$ cat config.mk
export PLATFORM = sky130hd
export DESIGN_NAME = thread_squash_ctrl
export DESIGN_NICKNAME = d
export VERILOG_FILES = /design/src/rtl/sqc_pkg.sv /design/src/rtl/sqc_trap_timer.sv /design/src/rtl/sqc_thread_unit.sv /design/src/rtl/sqc_tally.sv /design/src/rtl/thread_squash_ctrl.sv
export SDC_FILE = /design/constraint.sdc
export NUM_CORES = 1
export LEC_CHECK = 0
export BUFFER_PORTS_ARGS = -buffer_cell sky130_fd_sc_hd__buf_2
export CORE_MARGIN = 10
export CORE_UTILIZATION = 44
export DETAILED_ROUTE_END_ITERATION = 12
export GPL_TIMING_DRIVEN = 0
export PLACE_DENSITY = 0.85
export RECOVER_POWER = 50
export SYNTH_ARGS = -nofsm -noshare
export SYNTH_HDL_FRONTEND = slang
export SYNTH_SLANG_ARGS = --single-unit
$ cat constraint.sdc
create_clock -name clk -period 5.1 [get_ports clk]
set_clock_uncertainty 0.1 [all_clocks]
set_input_delay 0.51 -clock clk [delete_from_list [all_inputs] [get_ports clk]]
set_output_delay 0.51 -clock clk [all_outputs]
set_load 0.01 [all_outputs]
$ cat src/rtl/sqc_pkg.sv
package sqc_pkg;

    localparam int TSTATE_W = 3;

    typedef enum logic [TSTATE_W-1:0] {
        TS_IDLE   = 3'd0,
        TS_RUN    = 3'd1,
        TS_SQUASH = 3'd2,
        TS_TRAPW  = 3'd3,
        TS_FTRAPW = 3'd4
    } tstate_e;

    // Kind of squash chosen for a thread in one cycle.
    typedef struct packed {
        logic full;   // trap or context squash
        logic exec;   // accepted execute-stage squash
    } sq_kind_t;

    function automatic logic waits_trap(tstate_e s);
        return (s == TS_TRAPW) || (s == TS_FTRAPW);
    endfunction

    function automatic logic is_live(tstate_e s);
        return (s == TS_IDLE) || (s == TS_RUN);
    endfunction

endpackage

$ cat src/rtl/sqc_trap_timer.sv
module sqc_trap_timer #(
    parameter int LAT_W = 4
) (
    input  logic             clk,
    input  logic             rst,
    input  logic             arm,
    input  logic [LAT_W-1:0] lat,
    input  logic             consume,
    output logic             fire,
    output logic             busy
);
    logic [LAT_W-1:0] cnt_q;
    logic             fire_q;

    always_ff @(posedge clk) begin
        if (rst) begin
            cnt_q  <= '0;
            fire_q <= 1'b0;
        end else begin
            if (arm)
                cnt_q <= (lat == '0) ? LAT_W'(1) : lat;
            else if (cnt_q != '0)
                cnt_q <= cnt_q - LAT_W'(1);

            if (consume)
                fire_q <= 1'b0;
            if (!arm && cnt_q == LAT_W'(1))
                fire_q <= 1'b1;
        end
    end

    assign fire = fire_q;
    assign busy = (cnt_q != '0) || fire_q;
endmodule

$ cat src/rtl/sqc_thread_unit.sv
module sqc_thread_unit
    import sqc_pkg::*;
#(
    parameter int SEQ_W = 16,
    parameter int PC_W  = 32,
    parameter int LAT_W = 4
) (
    input  logic             clk,
    input  logic             rst,
    input  logic             intake_en,
    input  logic             trap_req,
    input  logic             trap_fetch,
    input  logic [LAT_W-1:0] trap_lat,
    input  logic             ctx_req,
    input  logic             ex_valid,
    input  logic [SEQ_W-1:0] ex_seq,
    input  logic             ex_incl,
    input  logic             ex_mispred,
    input  logic [PC_W-1:0]  ex_pc,
    input  logic             alloc_valid,
    input  logic [SEQ_W-1:0] alloc_seq,
    input  logic             rob_empty,
    input  logic [SEQ_W-1:0] rob_head_seq,
    input  logic             rob_done,
    input  logic [PC_W-1:0]  arch_pc,
    output logic             sq_pulse,
    output logic [SEQ_W-1:0] sq_seq,
    output logic [PC_W-1:0]  sq_pc,
    output logic             sq_mispred,
    output logic             rob_squashing,
    output logic [TSTATE_W-1:0] status,
    output logic             both_err,
    output logic             mis_now
);
    typedef struct packed {
        logic             pulse;
        logic [SEQ_W-1:0] seq;
        logic [PC_W-1:0]  pc;
        logic             mis;
    } sq_rec_t;

    tstate_e          st_q, st_a, st_b, st_n;
    logic [SEQ_W-1:0] yg_q, yg_b, yg_n;
    logic             ctx_q;
    logic             tmr_fire, tmr_busy, arm;
    logic             alloc_ok;
    sq_kind_t         kind;
    sq_rec_t          rec_q, rec_n;
    logic             rsq_q, both_q;

    sqc_trap_timer #(.LAT_W(LAT_W)) u_tmr (
        .clk     (clk),
        .rst     (rst),
        .arm     (arm),
        .lat     (trap_lat),
        .consume (tmr_fire),
        .fire    (tmr_fire),
        .busy    (tmr_busy)
    );

    always_comb begin
        // Buffer drain completes before new squashes are judged.
        st_a = (st_q == TS_SQUASH && rob_done) ? TS_RUN : st_q;

        kind.full = tmr_fire | ctx_q;
        st_b      = kind.full ? TS_SQUASH : st_a;
        yg_b      = kind.full ? '0 : yg_q;

        kind.exec = ex_valid && !waits_trap(st_b) && (ex_seq <= yg_b);

        rec_n = rec_q;
        rec_n.pulse = kind.full | kind.exec;
        rec_n.mis   = 1'b0;
        if (kind.exec) begin
            rec_n.seq = ex_seq - SEQ_W'(ex_incl);
            rec_n.pc  = ex_pc;
            rec_n.mis = ex_mispred;
        end else if (kind.full) begin
            rec_n.seq = rob_empty ? '0 : (rob_head_seq - SEQ_W'(1));
            rec_n.pc  = arch_pc;
        end

        arm      = trap_req && !rec_n.pulse && is_live(st_b) && !tmr_busy;
        alloc_ok = intake_en && alloc_valid && !rec_n.pulse && is_live(st_b);

        st_n = st_b;
        yg_n = yg_b;
        if (kind.exec) begin
            st_n = TS_SQUASH;
            yg_n = rec_n.seq;
        end
        if (alloc_ok) begin
            yg_n = alloc_seq;
            if (st_b == TS_IDLE)
                st_n = TS_RUN;
        end
        if (arm)
            st_n = trap_fetch ? TS_FTRAPW : TS_TRAPW;
    end

    always_ff @(posedge clk) begin
        if (rst) begin
            st_q   <= TS_IDLE;
            yg_q   <= '0;
            ctx_q  <= 1'b0;
            rec_q  <= '0;
            rsq_q  <= 1'b0;
            both_q <= 1'b0;
        end else begin
            st_q   <= st_n;
            yg_q   <= yg_n;
            // Trap wins; a colliding context squash waits one cycle.
            if (ctx_req)
                ctx_q <= 1'b1;
            else if (ctx_q && !tmr_fire)
                ctx_q <= 1'b0;
            rec_q  <= rec_n;
            rsq_q  <= rec_n.pulse | (st_a == TS_SQUASH);
            both_q <= tmr_fire & ctx_q;
        end
    end

    assign sq_pulse      = rec_q.pulse;
    assign sq_seq        = rec_q.seq;
    assign sq_pc         = rec_q.pc;
    assign sq_mispred    = rec_q.mis;
    assign rob_squashing = rsq_q;
    assign status        = st_q;
    assign both_err      = both_q;
    assign mis_now       = kind.exec & ex_mispred;
endmodule

$ cat src/rtl/sqc_tally.sv
module sqc_tally
    import sqc_pkg::*;
#(
    parameter int NTHR   = 2,
    parameter int CNT_W  = 2,
    parameter int MISP_W = 8
) (
    input  logic                     clk,
    input  logic                     rst,
    input  logic [NTHR*TSTATE_W-1:0] status_flat,
    input  logic [NTHR-1:0]          mis_now,
    output logic [CNT_W-1:0]         squash_count,
    output logic                     intake_en,
    output logic [MISP_W-1:0]        mispred_cnt
);
    logic [CNT_W-1:0]  sq_cnt;
    logic [MISP_W-1:0] mis_add;
    logic [MISP_W-1:0] mcnt_q;

    always_comb begin
        sq_cnt  = '0;
        mis_add = '0;
        for (int t = 0; t < NTHR; t++) begin
            if (status_flat[t*TSTATE_W +: TSTATE_W] == TS_SQUASH)
                sq_cnt = sq_cnt + CNT_W'(1);
            if (mis_now[t])
                mis_add = mis_add + MISP_W'(1);
        end
    end

    always_ff @(posedge clk) begin
        if (rst)
            mcnt_q <= '0;
        else
            mcnt_q <= mcnt_q + mis_add;
    end

    assign squash_count = sq_cnt;
    assign intake_en    = (sq_cnt != CNT_W'(NTHR));
    assign mispred_cnt  = mcnt_q;
endmodule

$ cat src/rtl/thread_squash_ctrl.sv
module thread_squash_ctrl
    import sqc_pkg::*;
#(
    parameter int NTHR   = 2,
    parameter int SEQ_W  = 16,
    parameter int PC_W   = 32,
    parameter int LAT_W  = 4,
    parameter int MISP_W = 8,
    parameter int CNT_W  = $clog2(NTHR + 1)
) (
    input  logic                     clk,
    input  logic                     rst,
    input  logic [LAT_W-1:0]         trap_lat,
    input  logic [NTHR-1:0]          trap_req,
    input  logic [NTHR-1:0]          trap_fetch,
    input  logic [NTHR-1:0]          ctx_sq_req,
    input  logic [NTHR-1:0]          ex_sq_valid,
    input  logic [NTHR*SEQ_W-1:0]    ex_sq_seq,
    input  logic [NTHR-1:0]          ex_sq_incl,
    input  logic [NTHR-1:0]          ex_sq_mispred,
    input  logic [NTHR*PC_W-1:0]     ex_sq_pc,
    input  logic [NTHR-1:0]          alloc_valid,
    input  logic [NTHR*SEQ_W-1:0]    alloc_seq,
    input  logic [NTHR-1:0]          rob_empty,
    input  logic [NTHR*SEQ_W-1:0]    rob_head_seq,
    input  logic [NTHR-1:0]          rob_done,
    input  logic [NTHR*PC_W-1:0]     arch_pc,
    output logic [NTHR-1:0]          sq_pulse,
    output logic [NTHR*SEQ_W-1:0]    sq_seq,
    output logic [NTHR*PC_W-1:0]     sq_pc,
    output logic [NTHR-1:0]          sq_mispred,
    output logic [NTHR-1:0]          rob_squashing,
    output logic [NTHR*TSTATE_W-1:0] thr_status,
    output logic [NTHR-1:0]          both_err,
    output logic [CNT_W-1:0]         squash_count,
    output logic                     intake_en,
    output logic [MISP_W-1:0]        mispred_cnt
);
    logic [NTHR-1:0] mis_now;

    for (genvar t = 0; t < NTHR; t++) begin : g_thr
        sqc_thread_unit #(.SEQ_W(SEQ_W), .PC_W(PC_W), .LAT_W(LAT_W)) u_unit (
            .clk           (clk),
            .rst           (rst),
            .intake_en     (intake_en),
            .trap_req      (trap_req[t]),
            .trap_fetch    (trap_fetch[t]),
            .trap_lat      (trap_lat),
            .ctx_req       (ctx_sq_req[t]),
            .ex_valid      (ex_sq_valid[t]),
            .ex_seq        (ex_sq_seq[t*SEQ_W +: SEQ_W]),
            .ex_incl       (ex_sq_incl[t]),
            .ex_mispred    (ex_sq_mispred[t]),
            .ex_pc         (ex_sq_pc[t*PC_W +: PC_W]),
            .alloc_valid   (alloc_valid[t]),
            .alloc_seq     (alloc_seq[t*SEQ_W +: SEQ_W]),
            .rob_empty     (rob_empty[t]),
            .rob_head_seq  (rob_head_seq[t*SEQ_W +: SEQ_W]),
            .rob_done      (rob_done[t]),
            .arch_pc       (arch_pc[t*PC_W +: PC_W]),
            .sq_pulse      (sq_pulse[t]),
            .sq_seq        (sq_seq[t*SEQ_W +: SEQ_W]),
            .sq_pc         (sq_pc[t*PC_W +: PC_W]),
            .sq_mispred    (sq_mispred[t]),
            .rob_squashing (rob_squashing[t]),
            .status        (thr_status[t*TSTATE_W +: TSTATE_W]),
            .both_err      (both_err[t]),
            .mis_now       (mis_now[t])
        );
    end

    sqc_tally #(.NTHR(NTHR), .CNT_W(CNT_W), .MISP_W(MISP_W)) u_tally (
        .clk          (clk),
        .rst          (rst),
        .status_flat  (thr_status),
        .mis_now      (mis_now),
        .squash_count (squash_count),
        .intake_en    (intake_en),
        .mispred_cnt  (mispred_cnt)
    );
endmodule

==> qor.yml <==
status: "finished clean"
drcViolationCount: 0
start_util_pct: 44.8
switching_share_pct: 38.7
grt_first_pass_wirelength_mm: 54.9
netlist.top_cell.by_area: "dfxtp_1"
fin_area_um2: 11700
grt_antenna_before_repair: 7
p_total_uw: 4520
cts_tree: "built"
coreArea_um2: 20200
via_per_inst: 5.64
setup_viol: 0
p_clk_share_pct: 28.5
portBuffers: 367
period_share_pct: 93.6
hpwl_mm: 28.9
fillers: 1907
dr_wl_met3_mm: 4.03
clock_latency_ns: 0.42
wl_met1_mm: 14.0
ir_drop_mv: 0.234
first_global_vias: 10100
cts-hold-fix-buffers: 0
synth.avg_cell_area_um2: 7.71
synthesis.area_um2: 9070
p_leak_uw: 0.00477
dieArea_um2: 26800
comb_power_share_pct: 34.8
synth-async-reset-ratio_pct: 0
routed_wl_mm: 36.5
area_growth_pct: 29.2
ys_types: 57
crit_path_start_kind: "flip-flop"
yosysTopAreaCellShare_pct: 35.8
yosysWarnings: 0
rows: 52
seq_power_share_pct: 36.7
grt_usage_pct: 25.6
crit_type: "reg2reg"
placed_area_um2: 11200
ys_top_cells_by_area: "dfxtp_1, nand2_1, ha_1"
worst_slew_margin_rel_pct: 54.1
first_pass_iters: 5
rsz0062_at_grt: "no"
p_int_uw: 2770
numCtsBuffers: 17
vias: 10400
num_io_pins: 369
synth_edf_count: 0
worst_pin_slew_ns: 0.688
synthCells: 1176
grt.overflow.total: 0
die_x_um: 164
synth_ff_type: "dfxtp_1"
wl_met2_mm: 17.3
drtIter0Drc: 953
root_buffer: "clkbuf_16"
maxCapViolations: 0
p_switching_uw: 1750
gp_congestion: 0.955
path_clk_slew_ns: 0.07
grt_start_max_net_pins: 20
powerDensity_nw_per_um2: 386
hp-class: "in2reg"
cp.arrival_ns: 4.96
synth_nets: 1473
h-tree-depth: 4
fin_nets: 1857
die_h_um: 164
final.min_clock_period_ns: 4.77
worstPathMaxFanout: 10
drv_slew: 0
cp-end-kind: "flip-flop"
ant_nets: 0
drive_gt1_share_pct: 20.0
fmax_mhz: 209
routedWlPerCell_um: 19.8
required_ns: 5.29
postCtsSetupBuffers: 0
setup_tns_ns: 0
clock-sinks: 162
highest_layer: "met5"
holdWs_ns: 0.203
yosysSeqAreaShare_pct: 35.8
hold_viol: 0
ys_seq_elements: 162
clockBufferDepth: 2
==> final timing paths <==
| kind | startpoint | end | slack (ns) | cells past startpoint |
|---|---|---|---|---|
| setup / recovery | g_thr[0].u_unit.ctx_q | u_tally.mispred_cnt[6] | 0.33 | 21 |
| hold / removal | ctx_sq_req[1] | g_thr[1].u_unit.ctx_q | 0.20 | 3 |
| hold reg to reg | g_thr[1].u_unit.sq_seq[10] | g_thr[1].u_unit.sq_seq[10] | 0.35 | 2 |
| setup reg to reg | g_thr[0].u_unit.ctx_q | u_tally.mispred_cnt[6] | 0.33 | 21 |
==> layout by cell type (no fill, tap or decap), types with 31 or more instances in the layout <==
master and count:
nor3_1 31, nor2_1 119, clkbuf_1 183, ha_1 48, nand2_1 216, a21oi_1 77, xor2_1 34, o21ai_0 47
dfxtp_1 162, buf_2 253, nand3_1 42, a311oi_1 64
==> worst max-delay path, stage by stage (launching register included) <==
cell	delay, ns
dfxtp_1	0.30
clkbuf_1	0.25
nor2_1	0.19
clkbuf_4	0.23
clkbuf_4	0.26
clkbuf_4	0.27
nand2_1	0.08
ha_1	0.29
nand4_1	0.16
nor4_2	0.34
o21ai_1	0.12
nand4_1	0.24
a21oi_2	0.17
and2_1	0.21
ha_1	0.28
ha_1	0.15
inv_1	0.05
fa_1	0.39
nor2b_2	0.17
nand4_1	0.13
xor2_1	0.15
nor2_1	0.06
==> sequential cells by signal, indices dropped and copies added (netlist names), 6 cells and up <==
signal / flops
g_thr.u_unit.sq_pc: 64
g_thr.u_unit.sq_seq: 32
g_thr.u_unit.status: 6
g_thr.u_unit.u_tmr.cnt_q: 8
g_thr.u_unit.yg_q: 32
u_tally.mispred_cnt: 8
==> per-stage QoR <==
stage	instances	setup slack [ns]	util [%]
3_5_place_dp	1813	-1.38	55.6
6_report	1846	0.326	57.9
3_3_place_gp	1813	-1.30	55.6
2_1_floorplan	1176	0.184	-
5_1_grt	1844	0.000532	57.9
4_1_cts	1843	0.0472	58.5
==> power by group through the flow <==
| stage | Combinational, uW | Sequential (uW) | Clock [uW] |
|---|---|---|---|
| floorplan | 921 | 1710 | 0 |
| global placement | 1560 | 1670 | 0 |
| detailed placement | 1590 | 1670 | 0 |
| CTS | 1610 | 1650 | 1300 |
| global route | 1750 | 1680 | 1350 |
| finish | 1570 | 1660 | 1290 |
==> metal layers <==
| layer | track usage, % | vias to the layer above |
|---|---|---|
| li1 | - | 4968 |
| met1 | 29.9 | 4813 |
| met2 | 42.4 | 543 |
| met3 | 9.46 | 84 |
| met4 | 8.65 | 8 |
| met5 | 0 | - |
==> cells by family after synthesis <==
group	count (synthesis)	synth area share, %
mux	6	0.690
buf+inv	113	5.10
fa+ha+maj	49	6.84
simple gates	502	25.1
xor+xnor	61	5.89
flops	162	35.8
compound gates	283	20.7
==> synth_stat cells (2+ instances only) <==
cell type	count
nor4_1	8
or2_1	3
mux2i_1	4
buf_4	8
a211oi_1	5
a2111oi_0	4
or4_4	3
xor2_1	34
a21o_1	21
a21oi_1	78
nor2_1	121
a41oi_1	12
nand2_1	216
xnor2_1	27
buf_1	14
nand3_1	42
and4b_1	2
inv_1	20
nor3_1	31
nor2b_1	8
a31oi_1	26
nand2b_1	9
o21ai_1	7
and2_1	5
nand3b_1	5
clkbuf_1	64
nor3b_1	6
and3_1	3
ha_1	48
a311oi_1	64
or3_1	10
buf_2	7
a22oi_1	12
nand4_1	16
dfxtp_1	162
or4_1	4
o21ai_0	47
==> repair_timing <==
item	CTS	global route
endpoints found under the hold margin	0	0
pin swaps	0	1
gates resized for setup	13	13
endpoints found under the setup margin	18	3
==> cell type report <==
class / instances / area (um^2) / area share [%]
flip-flops and latches: 162 / 3240 / 27.7
well taps: 270 / 338 / 2.88
diodes: 3 / 7.51 / 0.0640
inverters: 20 / 75.1 / 0.640
repair buffers: 367 / 1690 / 14.4
clock buffers: 18 / 429 / 3.66
clock inverters: 14 / 143 / 1.22
multi-input cells: 901 / 5390 / 46.0
plain buffers: 91 / 408 / 3.48
(Power assumes the default switching activity.)
